## src/rtl/gpx_pkg.sv

```systemverilog
package gpx_pkg;
  localparam int unsigned GPX_GROUPS  = 12;
  localparam int unsigned GPX_SOURCES = 8;

  typedef enum logic [1:0] {
    BANK_ENABLE,
    BANK_FLAG,
    BANK_ACK,
    BANK_NONE
  } gpx_bank_e;
endpackage

```

## src/rtl/gpx_prio.sv

```systemverilog
module gpx_prio #(
  parameter  int unsigned N  = 8,
  localparam int unsigned IW = (N > 1) ? $clog2(N) : 1
) (
  input  logic [N-1:0]  req_i,
  output logic          found_o,
  output logic [IW-1:0] idx_o,
  output logic [N-1:0]  onehot_o
);
  // Lowest set bit wins: scan downward so the last hit is the lowest index.
  always_comb begin
    found_o = 1'b0;
    idx_o   = '0;
    for (int i = N - 1; i >= 0; i--) begin
      if (req_i[i]) begin
        found_o = 1'b1;
        idx_o   = IW'(i);
      end
    end
    onehot_o = found_o ? (N'(1) << idx_o) : '0;
  end
endmodule

```

## src/rtl/gpx_group.sv

```systemverilog
module gpx_group #(
  parameter int unsigned SRC = 8
) (
  input  logic           clk,
  input  logic           rst_n,
  input  logic [SRC-1:0] req_i,
  input  logic           en_we_i,
  input  logic [SRC-1:0] en_wdata_i,
  input  logic           take_i,
  input  logic [SRC-1:0] take_oh_i,
  input  logic           ack_clr_i,
  output logic [SRC-1:0] flag_o,
  output logic [SRC-1:0] en_o,
  output logic           ack_o,
  output logic [SRC-1:0] live_o
);
  logic [SRC-1:0] flag_q, flag_d;
  logic [SRC-1:0] en_q, en_d;
  logic           ack_q, ack_d;
  logic           flag_ce, en_ce, ack_ce;

  // Next state: a new request beats the clear of a taken flag.
  always_comb begin
    flag_ce = take_i | (|req_i);
    flag_d  = (flag_q & ~(take_i ? take_oh_i : '0)) | req_i;
    en_ce   = en_we_i;
    en_d    = en_wdata_i;
    ack_ce  = take_i | ack_clr_i;
    ack_d   = take_i;
  end

  always_ff @(posedge clk or negedge rst_n) begin
    if (!rst_n) begin
      flag_q <= '0;
      en_q   <= '0;
      ack_q  <= 1'b0;
    end else begin
      if (flag_ce) flag_q <= flag_d;
      if (en_ce)   en_q   <= en_d;
      if (ack_ce)  ack_q  <= ack_d;
    end
  end

  assign flag_o = flag_q;
  assign en_o   = en_q;
  assign ack_o  = ack_q;
  assign live_o = ack_q ? '0 : (flag_q & en_q);

  a_r5_take_sets_ack: assert property (@(posedge clk) disable iff (!rst_n)
    take_i |=> ack_q);
  a_r5_take_clears_flag: assert property (@(posedge clk) disable iff (!rst_n)
    (take_i && !(|(take_oh_i & req_i))) |=> !(|(flag_q & $past(take_oh_i))));
  a_r9_request_beats_clear: assert property (@(posedge clk) disable iff (!rst_n)
    (take_i && (|(take_oh_i & req_i))) |=> (|(flag_q & $past(take_oh_i))));
  a_r7_flags_drop_only_on_take: assert property (@(posedge clk) disable iff (!rst_n)
    !take_i |=> ((flag_q & $past(flag_q)) == $past(flag_q)));
  a_r6_ack_sticky: assert property (@(posedge clk) disable iff (!rst_n)
    (ack_q && !ack_clr_i) |=> ack_q);
endmodule

```

## src/rtl/irq_group_expander.sv

```systemverilog
module irq_group_expander #(
  parameter  int unsigned GROUPS  = gpx_pkg::GPX_GROUPS,
  parameter  int unsigned SOURCES = gpx_pkg::GPX_SOURCES,
  localparam int unsigned NSRC    = GROUPS * SOURCES,
  localparam int unsigned VW      = $clog2(NSRC),
  localparam int unsigned GW      = (GROUPS > 1) ? $clog2(GROUPS) : 1,
  localparam int unsigned SW      = (SOURCES > 1) ? $clog2(SOURCES) : 1,
  localparam int unsigned DW      = (SOURCES > GROUPS) ? SOURCES : GROUPS,
  localparam int unsigned AW      = $clog2(2 * GROUPS + 1)
) (
  input  logic            clk,
  input  logic            rst_n,
  input  logic [NSRC-1:0] irq_req_i,
  input  logic            reg_we_i,
  input  logic [AW-1:0]   reg_addr_i,
  input  logic [DW-1:0]   reg_wdata_i,
  output logic [DW-1:0]   reg_rdata_o,
  output logic [GROUPS-1:0] cpu_int_o,
  input  logic            vec_req_i,
  output logic            vec_valid_o,
  output logic [VW-1:0]   vec_idx_o
);
  import gpx_pkg::*;

  gpx_bank_e          bank;
  logic [GW-1:0]      sel;
  logic [SOURCES-1:0] flag_a [GROUPS];
  logic [SOURCES-1:0] en_a   [GROUPS];
  logic [SOURCES-1:0] live_a [GROUPS];
  logic [GROUPS-1:0]  ack_v, grp_any, grp_oh;
  logic               grp_found, src_found;
  logic [GW-1:0]      win_grp;
  logic [SW-1:0]      win_src;
  logic [SOURCES-1:0] win_live, src_oh;
  logic               vld_d, vld_q;
  logic [VW-1:0]      idx_d, idx_q;

  // Address decode into bank and group select.
  always_comb begin
    sel  = '0;
    bank = BANK_NONE;
    if (reg_addr_i < AW'(GROUPS)) begin
      bank = BANK_ENABLE;
      sel  = GW'(reg_addr_i);
    end else if (reg_addr_i < AW'(2 * GROUPS)) begin
      bank = BANK_FLAG;
      sel  = GW'(reg_addr_i - AW'(GROUPS));
    end else if (reg_addr_i == AW'(2 * GROUPS)) begin
      bank = BANK_ACK;
    end
  end

  for (genvar g = 0; g < GROUPS; g++) begin : g_grp
    logic ack_bit;
    gpx_group #(.SRC(SOURCES)) u_group (
      .clk        (clk),
      .rst_n      (rst_n),
      .req_i      (irq_req_i[g*SOURCES +: SOURCES]),
      .en_we_i    (reg_we_i && (bank == BANK_ENABLE) && (sel == GW'(g))),
      .en_wdata_i (reg_wdata_i[SOURCES-1:0]),
      .take_i     (vec_req_i && grp_oh[g]),
      .take_oh_i  (src_oh),
      .ack_clr_i  (reg_we_i && (bank == BANK_ACK) && reg_wdata_i[g]),
      .flag_o     (flag_a[g]),
      .en_o       (en_a[g]),
      .ack_o      (ack_bit),
      .live_o     (live_a[g])
    );
    assign ack_v[g]   = ack_bit;
    assign grp_any[g] = |live_a[g];
  end

  assign cpu_int_o = grp_any;

  // Two-level arbitration: lowest group first, then lowest source in it.
  gpx_prio #(.N(GROUPS)) u_grp_prio (
    .req_i    (grp_any),
    .found_o  (grp_found),
    .idx_o    (win_grp),
    .onehot_o (grp_oh)
  );

  assign win_live = live_a[win_grp];

  gpx_prio #(.N(SOURCES)) u_src_prio (
    .req_i    (win_live),
    .found_o  (src_found),
    .idx_o    (win_src),
    .onehot_o (src_oh)
  );

  always_comb begin
    vld_d = vec_req_i && grp_found && src_found;
    idx_d = vld_d ? VW'(win_grp * SOURCES + win_src) : '0;
  end

  always_ff @(posedge clk or negedge rst_n) begin
    if (!rst_n) begin
      vld_q <= 1'b0;
      idx_q <= '0;
    end else begin
      vld_q <= vld_d;
      if (vld_d || vld_q) idx_q <= idx_d;
    end
  end

  assign vec_valid_o = vld_q;
  assign vec_idx_o   = idx_q;

  // Read mux.
  always_comb begin
    reg_rdata_o = '0;
    case (bank)
      BANK_ENABLE: reg_rdata_o = DW'(en_a[sel]);
      BANK_FLAG:   reg_rdata_o = DW'(flag_a[sel]);
      BANK_ACK:    reg_rdata_o = DW'(ack_v);
      default:     reg_rdata_o = '0;
    endcase
  end

  logic [GW-1:0]     vgrp;
  logic [GROUPS-1:0] vmask_below, vmask_self;
  assign vgrp        = GW'(vec_idx_o / VW'(SOURCES));
  assign vmask_self  = GROUPS'(1) << vgrp;
  assign vmask_below = vmask_self - GROUPS'(1);

  a_r4_strobe_follows_fetch: assert property (@(posedge clk) disable iff (!rst_n)
    vec_valid_o |-> $past(vec_req_i));
  a_r3_taken_group_was_raised: assert property (@(posedge clk) disable iff (!rst_n)
    vec_valid_o |-> (|($past(cpu_int_o) & vmask_self)));
  a_r4_no_lower_group_waiting: assert property (@(posedge clk) disable iff (!rst_n)
    vec_valid_o |-> (($past(cpu_int_o) & vmask_below) == '0));
  a_r6_no_vector_when_idle: assert property (@(posedge clk) disable iff (!rst_n)
    (vec_req_i && (cpu_int_o == '0)) |=> !vec_valid_o);
endmodule

```

## config.mk

```make
export PLATFORM = sky130hd
export DESIGN_NAME = irq_group_expander
export DESIGN_NICKNAME = d
export VERILOG_FILES = /design/src/rtl/gpx_pkg.sv /design/src/rtl/gpx_prio.sv /design/src/rtl/gpx_group.sv /design/src/rtl/irq_group_expander.sv
export SDC_FILE = /design/constraint.sdc
export NUM_CORES = 1
export LEC_CHECK = 0
export BUFFER_PORTS_ARGS = -buffer_cell sky130_fd_sc_hd__buf_2
export CAP_MARGIN = 20
export CORE_ASPECT_RATIO = 2
export CORE_UTILIZATION = 50
export DETAILED_ROUTE_END_ITERATION = 10
export GPL_ROUTABILITY_DRIVEN = 0
export PLACE_DENSITY = 0.79
export SLEW_MARGIN = 20
export SYNTH_ARGS = -nofsm -noshare
export SYNTH_HDL_FRONTEND = slang
export SYNTH_SLANG_ARGS = --single-unit
```

## constraint.sdc

```tcl
create_clock -name clk -period 3 [get_ports clk]
set_input_delay 0.15 -clock clk [delete_from_list [all_inputs] [get_ports clk]]
set_output_delay 0.15 -clock clk [all_outputs]
set_load 0.1 [all_outputs]
```

==> results of run 1 <==
-- per-stage QoR --
| stage | utilization | area (um^2) | setup TNS, ns | worst slack, ns |
|---|---|---|---|---|
| after floorplan | - | 12500 | -42.35 | -0.513 |
| after global placement | 0.687 | 16700 | -43.61 | -0.612 |
| after detailed placement | 0.687 | 16700 | -50.47 | -0.703 |
| after CTS | 0.815 | 19800 | -37.15 | -0.445 |
-- cell families after synthesis --
kind of cell | after synthesis | share of synthesized area
flops | 212 | 0.429
fa+ha+maj | 1 | 0.00101
simple gates | 446 | 0.175
mux | 152 | 0.136
compound gates | 363 | 0.218
xor+xnor | 1 | 0.000708
buf+inv | 108 | 0.0410
-- what timing repair did --
item	4_1_cts
buffers inserted	55
pin swaps	75
resized for setup	149
setup endpoints to repair	101
hold buffers	101
endpoints found under the hold margin	200
cloned	12
-- metal layers --
metal,track usage,GRT overflow
met1,0.759,9
met2,0.951,255
met3,0.591,10
met4,0.777,148
met5,0.347,3
==> metrics.md, run 1 <==
| Metric | Value |
|---|---|
| Portion of the post-synthesis area used by sequential elements | `0.429` |
| Number of nets produced by synthesis | `~1400` |
| First-pass GRT wire length | `145000 um` |
| Number of I/O port buffers | `148` |
| Height of the chip | `about 220 um` |
| Most common cell in the synthesized netlist | `sky130_fd_sc_hd__dfrtp_1` |
| CTS sink cnt | `between 200 and 250` |
| Proportion of netlist area held by the largest area contributor | `0.429` |
| Maximum level of the CTS H-tree | `1` |
| Ys async rst share | `1.00` |
| Number of unique standard cell types used by synthesis | `83` |
| Stop stage | `global routing` |
| Initial Util | `0.509` |
| Run status | `aborted with a tool error` |
| Vias in the first global route | `a little over 20000` |
| Total congestion overflow | `425` |
| Number of flops mapped to enable cells by yosys | `0` |
| First error | `[ERROR GRT-0116] Global routing finished with congestion. Check the congestion regions in the DRC Viewer.` |
| Cells after DPL | `between 2000 and 2500` |
| Average cell area after synthesis | `a little under 10 um^2` |
| Top cells by area, synth | `sky130_fd_sc_hd__dfrtp_1, sky130_fd_sc_hd__mux2_2, sky130_fd_sc_hd__a21o_1` |
| Library cell with the largest summed area after synthesis | `sky130_fd_sc_hd__dfrtp_1` |
| CTS Buf Count | `21` |
| Synth cell count leaders | `sky130_fd_sc_hd__dfrtp_1, sky130_fd_sc_hd__nand2_1, sky130_fd_sc_hd__mux2_2` |
| Die width | `between 100 and 150 um` |
| All-Layer GR Usage | `0.770` |
| Buffer type at the clock tree root | `sky130_fd_sc_hd__clkbuf_16` |
| Top-level I/O count | `149` |
| Most instantiated flip-flop cell in the synthesis netlist | `sky130_fd_sc_hd__dfrtp_1` |
| HPWL after detailed placement | `about 46000 um` |
| Number of buffers between clock root and the deepest sink | `3` |
| Mapped Area | `0.0124 mm^2` |
| Maximum number of pins on one net before global-route repair | `105` |
| Synthesis warning total | `0` |
| Number of flip-flops and latches in the synthesized netlist | `212` |
| Std-Cell Rows | `81` |
| Synthesized netlist cell count | `1283` |
==> run 2: changes to the inputs <==
Settings changed: CORE_ASPECT_RATIO 2 to default, CORE_UTILIZATION 50 to 35, PLACE_DENSITY 0.79 to default, PLACE_DENSITY_LB_ADDON from default to 0.15.
Clock period 3 ns to 3.9 ns, I/O delays scaled along.
==> metrics.md, run 2 <==
| Metric | Value |
|---|---|
| Cell at the slowest stage of the critical path | `sky130_fd_sc_hd__dfrtp_1` |
| Number of buffers between clock root and the deepest sink | `3` |
| Total congestion overflow | `0` |
| Average cell area after synthesis | `between 9 and 10 um^2` |
| Type of the worst min-delay path | `in2async` |
| Initial Util | `0.357` |
| Proportion of netlist area held by the largest area contributor | `0.429` |
| Critical R2R Launch | `g_grp[4].u_group.flag_o[1]$_DFFE_PN0P_` |
| Final Routed Wirelength | `between 50000 and 60000 um` |
| Number of cell instances on the worst register-to-register path | `14` |
| Maximum level of the CTS H-tree | `1` |
| Worst path top cell family by delay | `compound AO/OA/AOI/OAI gates` |
| Top-level I/O count | `149` |
| Number of logic stages on the critical path including buffering | `14` |
| Std-Cell Rows | `68` |
| HPWL after detailed placement | `42800 um` |
| # setup viols final | `0` |
| Core area | `0.0346 mm^2` |
| CP cell instances | `nand2_1 -> and4_1 -> a41oi_4 -> buf_4 -> a21o_1 -> buf_4 -> o32a_1 -> o221ai_1 -> a41oi_1 -> a311o_1 -> and3_2 -> buf_12 -> nand4_1 -> a21o_1` |
| Endpoints failing hold | `0` |
| Top library cells by usage in the layout, fill and taps aside | `sky130_fd_sc_hd__dfrtp_1, sky130_fd_sc_hd__nand2_1, sky130_fd_sc_hd__buf_2, sky130_fd_sc_hd__buf_4, sky130_fd_sc_hd__mux2_2` |
| Kind of start point of the critical path | `register` |
| Setup skew after layout | `0.0350 ns` |
| Initial detailed-routing violation count | `1617` |
| Setup repair after global routing missed its margin | `true` |
| Synthesized netlist cell count | `1283` |
| First-pass GRT wire length | `between 80000 and 90000 um` |
| Crit path time final | `3.78 ns` |
| Critical path data required time | `about 4.3 ns` |
| Worst-case headroom to the max-slew limit | `0.413` |
| Vias in the first global route | `12444` |
| Signal arrival time at the worst endpoint | `4.21 ns` |
| Most instantiated flip-flop cell in the synthesis netlist | `sky130_fd_sc_hd__dfrtp_1` |
| Number of nets produced by synthesis | `1401` |
| Critical path buffer and inverter count | `3` |
| Worst-path maximum fanout | `18` |
| Total setup buffers inserted after CTS | `0` |
| Clk Latency, worst-skew pair | `0.56 ns` |
| Number of nets in the final layout | `between 1500 and 2000` |
| Maximum number of pins on one net before global-route repair | `144` |
| Synthesis warning total | `0` |
| Number of unique standard cell types used by synthesis | `83` |
| Nature of the critical path endpoint | `register` |
| Worst hold slack across all endpoints | `~0.059 ns` |
| Crit path to | `g_grp[5].u_group.flag_o[4]$_DFFE_PN0P_` |
| Number of vias after detailed routing | `roughly 13000` |
| Buffer type at the clock tree root | `sky130_fd_sc_hd__clkbuf_16` |
| Run status | `completed` |
| Number of optimization iterations in the first detailed-route pass | `8` |
| Portion of the post-synthesis area used by sequential elements | `0.429` |
| Total power density per cell area | `approximately 950 mW/mm^2` |
| Clock tree from TritonCTS | `yes` |
| Tightest Pin Transition | `0.879 ns` |
| CTS sink cnt | `around 210` |
| Reg2reg end | `g_grp[5].u_group.flag_o[4]$_DFFE_PN0P_` |
| Clock-pin slew reported for the worst setup and hold paths after clock tree synthesis | `roughly 0.060 ns` |
| Most common cell after layout, fill and taps aside | `sky130_fd_sc_hd__dfrtp_1` |
| Final standard cell utilization of the core | `0.479` |
| Synth cell count leaders | `sky130_fd_sc_hd__dfrtp_1, sky130_fd_sc_hd__nand2_1, sky130_fd_sc_hd__mux2_2` |
| Die area | `0.0361 mm^2` |
| Count of unresolved DRC violations after routing | `0` |
| Layout fillers | `~3400` |
| Detailed-route vias per instance | `6.00` |
| Wire length per cell | `between 20 and 30 um` |
| P_leak | `6.77 nW` |
| All-Layer GR Usage | `0.315` |
| Number of I/O port buffers | `148` |
| Die width | `190 um` |
| Count of nets left with antenna violations after detail routing | `0` |
| Max IR drop VDD | `0.000663 V` |
| Peak clock frequency supported by timing | `265 MHz` |
| Crit path launch | `g_grp[4].u_group.flag_o[1]$_DFFE_PN0P_` |
| Slowest Stage Delay on Critical Path | `0.45 ns` |
| Height of the chip | `between 150 and 200 um` |
| Count of pins over their slew limit | `0` |
| Top cells by area, synth | `sky130_fd_sc_hd__dfrtp_1, sky130_fd_sc_hd__mux2_2, sky130_fd_sc_hd__a21o_1` |
| Library cell with the largest summed area after synthesis | `sky130_fd_sc_hd__dfrtp_1` |
| Tcrit/Tclk final | `0.969` |
| Mapped Area | `0.0124 mm^2` |
| Number of flops mapped to enable cells by yosys | `0` |
| Most common cell in the synthesized netlist | `sky130_fd_sc_hd__dfrtp_1` |
| Synth-to-Final Area Change | `34.0%` |
| Max-capacitance violation count | `0` |
| Worst reg-to-reg setup slack | `0.12 ns` |
| CTS Buf Count | `26` |
| Fraction of layout cells with a size suffix above 1 | `0.303` |
| Ys async rst share | `1.00` |
| Antenna violations before repair | `0` |
| Class of the most critical setup path | `reg2reg` |
| Number of flip-flops and latches in the synthesized netlist | `212` |
## run 2: routing by layer
layer / wire, um / GRT usage / vias up
met4: 2860 / 0.132 / 0
met3: 4850 / 0.0635 / 155
met2: 25700 / 0.498 / 679
li1: - / - / 5499
met1: 23300 / 0.418 / 6196
met5: 0 / 0 / -
## run 2: how the worst min path moves through the flow
stage	from	to	slack [ns]
after global routing	rst_n	g_grp[6].u_group.flag_o[7]$_DFFE_PN0P_	0.07
after floorplan	rst_n	g_grp[0].u_group.ack_o$_DFFE_PN0P_	-0.10
after global placement	rst_n	g_grp[6].u_group.flag_o[7]$_DFFE_PN0P_	0.009
after detailed placement	rst_n	g_grp[6].u_group.flag_o[7]$_DFFE_PN0P_	0.006
final	rst_n	g_grp[7].u_group.en_o[5]$_DFFE_PN0P_	0.06
after CTS	rst_n	g_grp[6].u_group.flag_o[7]$_DFFE_PN0P_	0.05
## run 2: kinds of logic (layout without fill, tap and decap cells)
family,after synthesis,after routing,synth area share
AOI/OAI and AO/OA,363,363,0.218
xor gates and xnor gates,1,1,0.000708
adders and majority gates,1,1,0.00101
buffers and inverters,108,457,0.0410
DFF,212,212,0.429
muxes,152,152,0.136
other,0,1,0
and+or+nand+nor,446,446,0.175
## run 2: cell type report
| type | instances | area, um^2 | area share |
|---|---|---|---|
| diodes | 1 | 2.50 | 0.000151 |
| clock buffers | 35 | 704 | 0.0425 |
| clock inverters | 13 | 188 | 0.0113 |
| inverters | 21 | 78.8 | 0.00475 |
| multi-input cells | 963 | 6690 | 0.404 |
| flip-flops and latches | 212 | 5310 | 0.320 |
| well taps | 455 | 569 | 0.0343 |
| repair buffers | 388 | 3040 | 0.183 |
## run 2: worst reg2reg max path, stage by stage (launching register included)
cell	delay, ns
sky130_fd_sc_hd__dfrtp_1	0.45
sky130_fd_sc_hd__nand2_1	0.11
sky130_fd_sc_hd__and4_1	0.24
sky130_fd_sc_hd__a41oi_4	0.39
sky130_fd_sc_hd__buf_4	0.21
sky130_fd_sc_hd__a21o_1	0.20
sky130_fd_sc_hd__buf_4	0.26
sky130_fd_sc_hd__o32a_1	0.20
sky130_fd_sc_hd__o221ai_1	0.10
sky130_fd_sc_hd__a41oi_1	0.37
sky130_fd_sc_hd__a311o_1	0.28
sky130_fd_sc_hd__and3_2	0.34
sky130_fd_sc_hd__buf_12	0.18
sky130_fd_sc_hd__nand4_1	0.15
sky130_fd_sc_hd__a21o_1	0.20
## run 2: what timing repair did
item                       CTS  global route
hold endpoints to repair   312             0
gates resized for setup      1            18
setup endpoints to repair    6            85
hold buffers               101             0
## run 2: power by group
group | internal [mW] | switching, mW | total (mW) | leakage (nW)
Combinational | 3.52 | 6.58 | 10.1 | 4.03
Sequential | 2.62 | 0.434 | 3.05 | 2.30
Clock | 1.54 | 0.997 | 2.54 | 0.439
## run 2: through the flow
step | instance area, um^2 | instances | power [mW] | worst slack (ns) | setup TNS [ns]
2_1_floorplan | 12400 | 1283 | 8.36 | 0.0143 | 0
3_3_place_gp | 14600 | 1938 | 12.8 | 0.00593 | 0
3_5_place_dp | 14600 | 1938 | 12.7 | -0.00493 | -0.00493
4_1_cts | 16500 | 2087 | 15.4 | 0.0392 | 0
5_1_grt | 16600 | 2087 | 16.3 | -0.0149 | -0.0150
6_report | 16600 | 2088 | 15.7 | 0.119 | 0
Note: power is estimated with default switching activity, not from simulation.
==> run 3: changes to the inputs <==
Settings changed: CORE_UTILIZATION 35 to 50.
==> metrics.md, run 3 (synthesis results as in run 2) <==
| Metric | Value |
|---|---|
| Run status | `completed` |
| Initial detailed-routing violation count | `1886` |
| Buffer type at the clock tree root | `sky130_fd_sc_hd__clkbuf_16` |
| Setup skew after layout | `0.0216 ns` |
| Crit path time final | `3.83 ns` |
| Final Non-Filler Cells | `1912` |
| Count of nets left with antenna violations after detail routing | `0` |
| Class of the most critical setup path | `reg2reg` |
| Total power density per cell area | `~930 mW/mm^2` |
| HPWL after detailed placement | `37000 um` |
| Final standard cell utilization of the core | `0.659` |
| Number of buffers between clock root and the deepest sink | `3` |
| Met3 usage | `0.115` |
| P_leak | `about 6.5 nW` |
| Type of the worst min-delay path | `in2reg` |
| Number of vias after detailed routing | `12743` |
| Met2 Resource Use GR | `0.616` |
| Max IR drop VDD | `0.000939 V` |
| Die area | `0.0254 mm^2` |
| Count of pins over their slew limit | `0` |
| Number of I/O port buffers | `148` |
| CTS sink cnt | `212` |
| Tightest Pin Transition | `1.14 ns` |
| Total congestion overflow | `0` |
| Most common cell after layout, fill and taps aside | `sky130_fd_sc_hd__dfrtp_1` |
| First-pass GRT wire length | `75700 um` |
| Clock tree from TritonCTS | `yes` |
| Max-capacitance violation count | `0` |
| # setup viols final | `0` |
| Tcrit/Tclk final | `0.981` |
| All-Layer GR Usage | `0.399` |
| Vias in the first global route | `between 10000 and 15000` |
| Final Routed Wirelength | `51000 um` |
| Number of nets in the final layout | `1687` |
| Std-Cell Rows | `57` |
| Net switching power of the design | `just under 8 mW` |
| Global routing usage on met1 | `0.509` |
| Cell-internal power | `7.08 mW` |
| Sequential power share | `0.208` |
| Die width | `approximately 160 um` |
| Number of optimization iterations in the first detailed-route pass | `6` |
| Top-level I/O count | `149` |
| Synth-to-Final Area Change | `29.5%` |
| Gr busiest metal | `met2` |
| Worst-path maximum fanout | `8` |
| Clk Latency, worst-skew pair | `0.55 ns` |
| Maximum level of the CTS H-tree | `1` |
| Antenna violations before repair | `2` |
| TNS Setup | `0 ns` |
| CTS Buf Count | `24` |
| Count of unresolved DRC violations after routing | `0` |
| Detailed-route vias per instance | `6.66` |
| Wire length per cell | `26.7 um` |
| Clock-pin slew reported for the worst setup and hold paths after clock tree synthesis | `0.07 ns` |
| Layout fillers | `1946` |
| Core area | `0.0243 mm^2` |
| Signal arrival time at the worst endpoint | `approximately 4.2 ns` |
| Area of all placed cells without fillers | `0.0160 mm^2` |
| Critical path data required time | `4.30 ns` |
| Nature of the critical path endpoint | `register` |
| Cells after DPL | `between 1500 and 2000` |
| Clk network pwr share | `0.169` |
| Net switching share of the total power | `0.523` |
| Peak clock frequency supported by timing | `261 MHz` |
| Height of the chip | `159 um` |
| Maximum number of pins on one net before global-route repair | `93` |
| Fraction of layout cells with a size suffix above 1 | `0.283` |
| Endpoints failing hold | `0` |
| Top library cells by usage in the layout, fill and taps aside | `sky130_fd_sc_hd__dfrtp_1, sky130_fd_sc_hd__nand2_1, sky130_fd_sc_hd__buf_2, sky130_fd_sc_hd__mux2_2, sky130_fd_sc_hd__dlygate4sd3_1` |
| Initial Util | `0.509` |
| Worst hold slack across all endpoints | `about 0.11 ns` |
| Share of total power in combinational logic | `0.623` |
| Post-placement cell area | `between 0.01 and 0.015 mm^2` |
| Worst-case headroom to the max-slew limit | `0.233` |
| Kind of start point of the critical path | `register` |
==> run 3: cell count changes in the layout (fill, tap and decap cells not counted), moves of 2 or more <==
cell,before,now
sky130_fd_sc_hd__a21oi_1,49,52
sky130_fd_sc_hd__a21oi_2,3,0
sky130_fd_sc_hd__a22oi_1,13,11
sky130_fd_sc_hd__a22oi_2,0,2
sky130_fd_sc_hd__buf_12,17,13
sky130_fd_sc_hd__buf_4,129,92
sky130_fd_sc_hd__clkbuf_1,7,4
sky130_fd_sc_hd__clkbuf_16,26,24
sky130_fd_sc_hd__clkbuf_8,2,7
sky130_fd_sc_hd__clkinv_2,5,2
sky130_fd_sc_hd__nor2_1,95,92
sky130_fd_sc_hd__nor2_2,0,3
sky130_fd_sc_hd__o21ai_1,3,5
sky130_fd_sc_hd__o21ai_2,3,1
==> run 3: power by group through the flow <==
stage | Sequential [mW] | Clock [mW] | Combinational, mW
after global placement | 3.09 | 0 | 8.48
after global routing | 3.13 | 2.60 | 9.48
after floorplan | 3.08 | 0 | 5.28
final | 3.09 | 2.51 | 9.23
after CTS | 3.06 | 2.52 | 8.65
after detailed placement | 3.10 | 0 | 8.52
==> run 3: area by class of cell <==
cell class / instances / area [um^2] / area share
well taps: 324 / 405 / 0.0253
clock inverters: 9 / 163 / 0.0102
multi-input cells: 964 / 6690 / 0.417
inverters: 21 / 78.8 / 0.00492
repair buffers: 346 / 2670 / 0.167
flip-flops and latches: 212 / 5310 / 0.331
diodes: 1 / 2.50 / 0.000156
clock buffers: 35 / 712 / 0.0444
==> run 3: routing by layer <==
metal,vias to the layer above,routed length [um]
met5,-,0
met4,0,3290
met3,240,6430
met2,972,22500
met1,6120,18800
li1,5411,-
==> run 3: repair_timing <==
action | CTS | global route
pin swaps | 0 | 3
buffers inserted | 0 | 1
setup endpoints to repair | 42 | 75
hold endpoints to repair | 169 | 0
cloned | 0 | 1
hold buffers | 101 | 0
resized for setup | 3 | 16
==> run 3: critical path, stage by stage (launching register included) <==
cell and delay, ns:
sky130_fd_sc_hd__dfrtp_1 0.40, sky130_fd_sc_hd__nand2_1 0.19, sky130_fd_sc_hd__and4_1 0.24, sky130_fd_sc_hd__a41oi_2 0.28, sky130_fd_sc_hd__a211o_1 0.42, sky130_fd_sc_hd__a211o_1 0.36, sky130_fd_sc_hd__nor4_2 0.41, sky130_fd_sc_hd__a311oi_1 0.12
sky130_fd_sc_hd__and4_1 0.28, sky130_fd_sc_hd__buf_4 0.19, sky130_fd_sc_hd__a21o_1 0.19, sky130_fd_sc_hd__nor4_4 0.25, sky130_fd_sc_hd__buf_4 0.24, sky130_fd_sc_hd__a31oi_1 0.10
==> run 3: worst paths after layout <==
| path | startpoint | endpoint | slack [ns] | cells past startpoint |
|---|---|---|---|---|
| setup / recovery | g_grp[9].u_group.flag_o[1]$_DFFE_PN0P_ | g_grp[2].u_group.flag_o[7]$_DFFE_PN0P_ | 0.07 | 13 |
| hold / removal | reg_wdata_i[0] | g_grp[0].u_group.ack_o$_DFFE_PN0P_ | 0.11 | 3 |
| setup reg to reg | g_grp[9].u_group.flag_o[1]$_DFFE_PN0P_ | g_grp[2].u_group.flag_o[7]$_DFFE_PN0P_ | 0.07 | 13 |
| hold reg to reg | vec_idx_o[5]$_DFFE_PN0P_ | vec_idx_o[5]$_DFFE_PN0P_ | 0.49 | 2 |
| max in group asynchronous | rst_n | vec_idx_o[3]$_DFFE_PN0P_ | 2.61 | 3 |
| min in group asynchronous | rst_n | g_grp[5].u_group.en_o[7]$_DFFE_PN0P_ | 0.21 | 2 |
==> run 3: through the flow <==
stage	total power [mW]	setup slack [ns]
3_5_place_dp	11.6	-0.196
6_report	14.8	0.0722
4_1_cts	14.2	0.0453
2_1_floorplan	8.36	0.0143
5_1_grt	15.2	-0.0196
3_3_place_gp	11.6	-0.114
==> run 4: changes to the inputs <==
Settings changed: CORE_UTILIZATION 50 to 59.
==> metrics.md, run 4 (synthesis results as in run 2) <==
| Metric | Value |
|---|---|
| First-pass GRT wire length | `76300 um` |
| Reg2reg end | `g_grp[7].u_group.flag_o[7]$_DFFE_PN0P_` |
| Max-capacitance violation count | `0` |
| Crit path time final | `~3.8 ns` |
| Total power | `14.6 mW` |
| Tcrit/Tclk final | `0.984` |
| Layout fillers | `1372` |
| Number of vias after detailed routing | `13123` |
| Crit path launch | `g_grp[9].u_group.flag_o[1]$_DFFE_PN0P_` |
| Worst hold slack across all endpoints | `0.0782 ns` |
| P_leak | `6.55 nW` |
| Setup repair after global routing missed its margin | `true` |
| Run status | `completed` |
| Maximum number of pins on one net before global-route repair | `94` |
| Signal arrival time at the worst endpoint | `4.23 ns` |
| Buffer type at the clock tree root | `sky130_fd_sc_hd__clkbuf_16` |
| Top library cells by usage in the layout, fill and taps aside | `sky130_fd_sc_hd__dfrtp_1, sky130_fd_sc_hd__nand2_1, sky130_fd_sc_hd__buf_2, sky130_fd_sc_hd__mux2_2, sky130_fd_sc_hd__buf_4` |
| Initial detailed-routing violation count | `~2200` |
| Clock-pin slew reported for the worst setup and hold paths after clock tree synthesis | `around 0.060 ns` |
| Peak clock frequency supported by timing | `between 200 and 300 MHz` |
| Count of nets left with antenna violations after detail routing | `0` |
| Std-Cell Rows | `52` |
| Max IR drop VDD | `around 0.0011 V` |
| Die width | `147 um` |
| Total congestion overflow | `0` |
| Number of optimization iterations in the first detailed-route pass | `7` |
| Critical R2R Launch | `g_grp[9].u_group.flag_o[1]$_DFFE_PN0P_` |
| HPWL after detailed placement | `36100 um` |
| Type of the worst min-delay path | `in2reg` |
| Wire length per cell | `27.2 um` |
| Detailed-route vias per instance | `7.01` |
| Worst reg-to-reg setup slack | `0.06 ns` |
| Initial Util | `0.607` |
| Worst-case headroom to the max-slew limit | `0.252` |
| Height of the chip | `147 um` |
| CTS sink cnt | `212` |
| # setup viols final | `0` |
| CTS Buf Count | `24` |
| Setup skew after layout | `approximately 0.012 ns` |
| Number of nets in the final layout | `1701` |
| Synth-to-Final Area Change | `28.8%` |
| Fraction of layout cells with a size suffix above 1 | `0.289` |
| Die area | `0.0216 mm^2` |
| Kind of start point of the critical path | `register` |
| Endpoints failing hold | `0` |
| Clk Latency, worst-skew pair | `0.53 ns` |
| Final Routed Wirelength | `50900 um` |
| Clock tree from TritonCTS | `yes` |
| Critical path data required time | `4.29 ns` |
| Crit path to | `g_grp[7].u_group.flag_o[7]$_DFFE_PN0P_` |
| Count of pins over their slew limit | `0` |
| Tightest Pin Transition | `1.12 ns` |
| Final Non-Filler Cells | `1872` |
| Vias in the first global route | `12739` |
| All-Layer GR Usage | `0.475` |
| Number of I/O port buffers | `148` |
| Count of unresolved DRC violations after routing | `0` |
| Number of buffers between clock root and the deepest sink | `3` |
| Cells after DPL | `between 1500 and 2000` |
| Antenna violations before repair | `1` |
| Most common cell after layout, fill and taps aside | `sky130_fd_sc_hd__dfrtp_1` |
| Number of cell instances on the worst register-to-register path | `12` |
| Maximum level of the CTS H-tree | `1` |
| Worst-path maximum fanout | `8` |
| Total power density per cell area | `between 900 and 1000 mW/mm^2` |
| Class of the most critical setup path | `reg2reg` |
| Core area | `between 0.02 and 0.025 mm^2` |
| Nature of the critical path endpoint | `register` |
| Top-level I/O count | `149` |
-- run 4: cell types whose count changed in the layout (fill, tap and decap cells not counted), sizes merged --
cell | previous run | this run
buf | 245 | 259
clkinv | 4 | 14
clkbuf | 35 | 31
bufinv | 4 | 1
a211o | 11 | 10
clkinvlp | 1 | 0
inv | 21 | 20
-- run 4: area by class of cell --
| cell class | instances | area [um^2] | share of cell area |
|---|---|---|---|
| inverters | 21 | 78.8 | 0.00495 |
| well taps | 270 | 338 | 0.0212 |
| clock buffers | 30 | 663 | 0.0416 |
| flip-flops and latches | 212 | 5310 | 0.333 |
| repair buffers | 361 | 2800 | 0.176 |
| clock inverters | 14 | 121 | 0.00762 |
| diodes | 1 | 2.50 | 0.000157 |
| multi-input cells | 963 | 6630 | 0.416 |
-- run 4: repair_timing --
action	4_1_cts	5_1_grt
endpoints found under the setup margin	0	86
hold buffers	101	0
hold endpoints to repair	177	0
setup buffers	0	1
gates resized for setup	0	10
-- run 4: per-layer routing --
| metal | vias up | routed length (um) | GRT usage |
|---|---|---|---|
| li1 | 5423 | - | - |
| met3 | 316 | 7700 | 0.168 |
| met5 | - | 0 | 0 |
| met2 | 1169 | 22100 | 0.723 |
| met4 | 0 | 3750 | 0.277 |
| met1 | 6215 | 17300 | 0.585 |
-- run 4: worst min path at each step --
stage / cells past startpoint / start / end
3_5_place_dp: 1 / rst_n / g_grp[6].u_group.flag_o[1]$_DFFE_PN0P_
5_1_grt: 3 / vec_req_i / vec_idx_o[5]$_DFFE_PN0P_
6_report: 3 / vec_req_i / vec_idx_o[5]$_DFFE_PN0P_
3_3_place_gp: 1 / rst_n / g_grp[6].u_group.flag_o[1]$_DFFE_PN0P_
4_1_cts: 3 / vec_req_i / vec_idx_o[5]$_DFFE_PN0P_
2_1_floorplan: 0 / rst_n / g_grp[0].u_group.ack_o$_DFFE_PN0P_
-- run 4: per-stage QoR --
stage / setup WS (ns) / instance area [um^2] / setup TNS, ns / utilization
global placement: 0.134 / 14100 / 0 / 0.691
global route: -0.000270 / 15900 / -0.000270 / 0.782
CTS: 0.0352 / 15900 / 0 / 0.780
detailed placement: 0.0649 / 14100 / 0 / 0.691
floorplan: 0.0143 / 12400 / 0 / -
finish: 0.0615 / 15900 / 0 / 0.782
-- run 4: report_power, final --
| part | total, mW | internal (mW) | switching [mW] | leakage (nW) |
|---|---|---|---|---|
| logic | 9.24 | 3.01 | 6.23 | 3.85 |
| registers | 3.07 | 2.61 | 0.455 | 2.30 |
| clock network | 2.25 | 1.28 | 0.966 | 0.398 |
-- run 4: worst max-delay path, cell delays in order (launching register included) --
cell and delay (ns):
sky130_fd_sc_hd__dfrtp_1 0.44, sky130_fd_sc_hd__nand2_1 0.16, sky130_fd_sc_hd__and4_1 0.25, sky130_fd_sc_hd__a41oi_2 0.24, sky130_fd_sc_hd__a211o_1 0.35, sky130_fd_sc_hd__a211oi_2 0.57, sky130_fd_sc_hd__buf_4 0.26, sky130_fd_sc_hd__a211oi_1 0.06
sky130_fd_sc_hd__o32ai_1 0.53, sky130_fd_sc_hd__nand3_1 0.27, sky130_fd_sc_hd__nor4_4 0.28, sky130_fd_sc_hd__buf_12 0.18, sky130_fd_sc_hd__a31oi_1 0.12
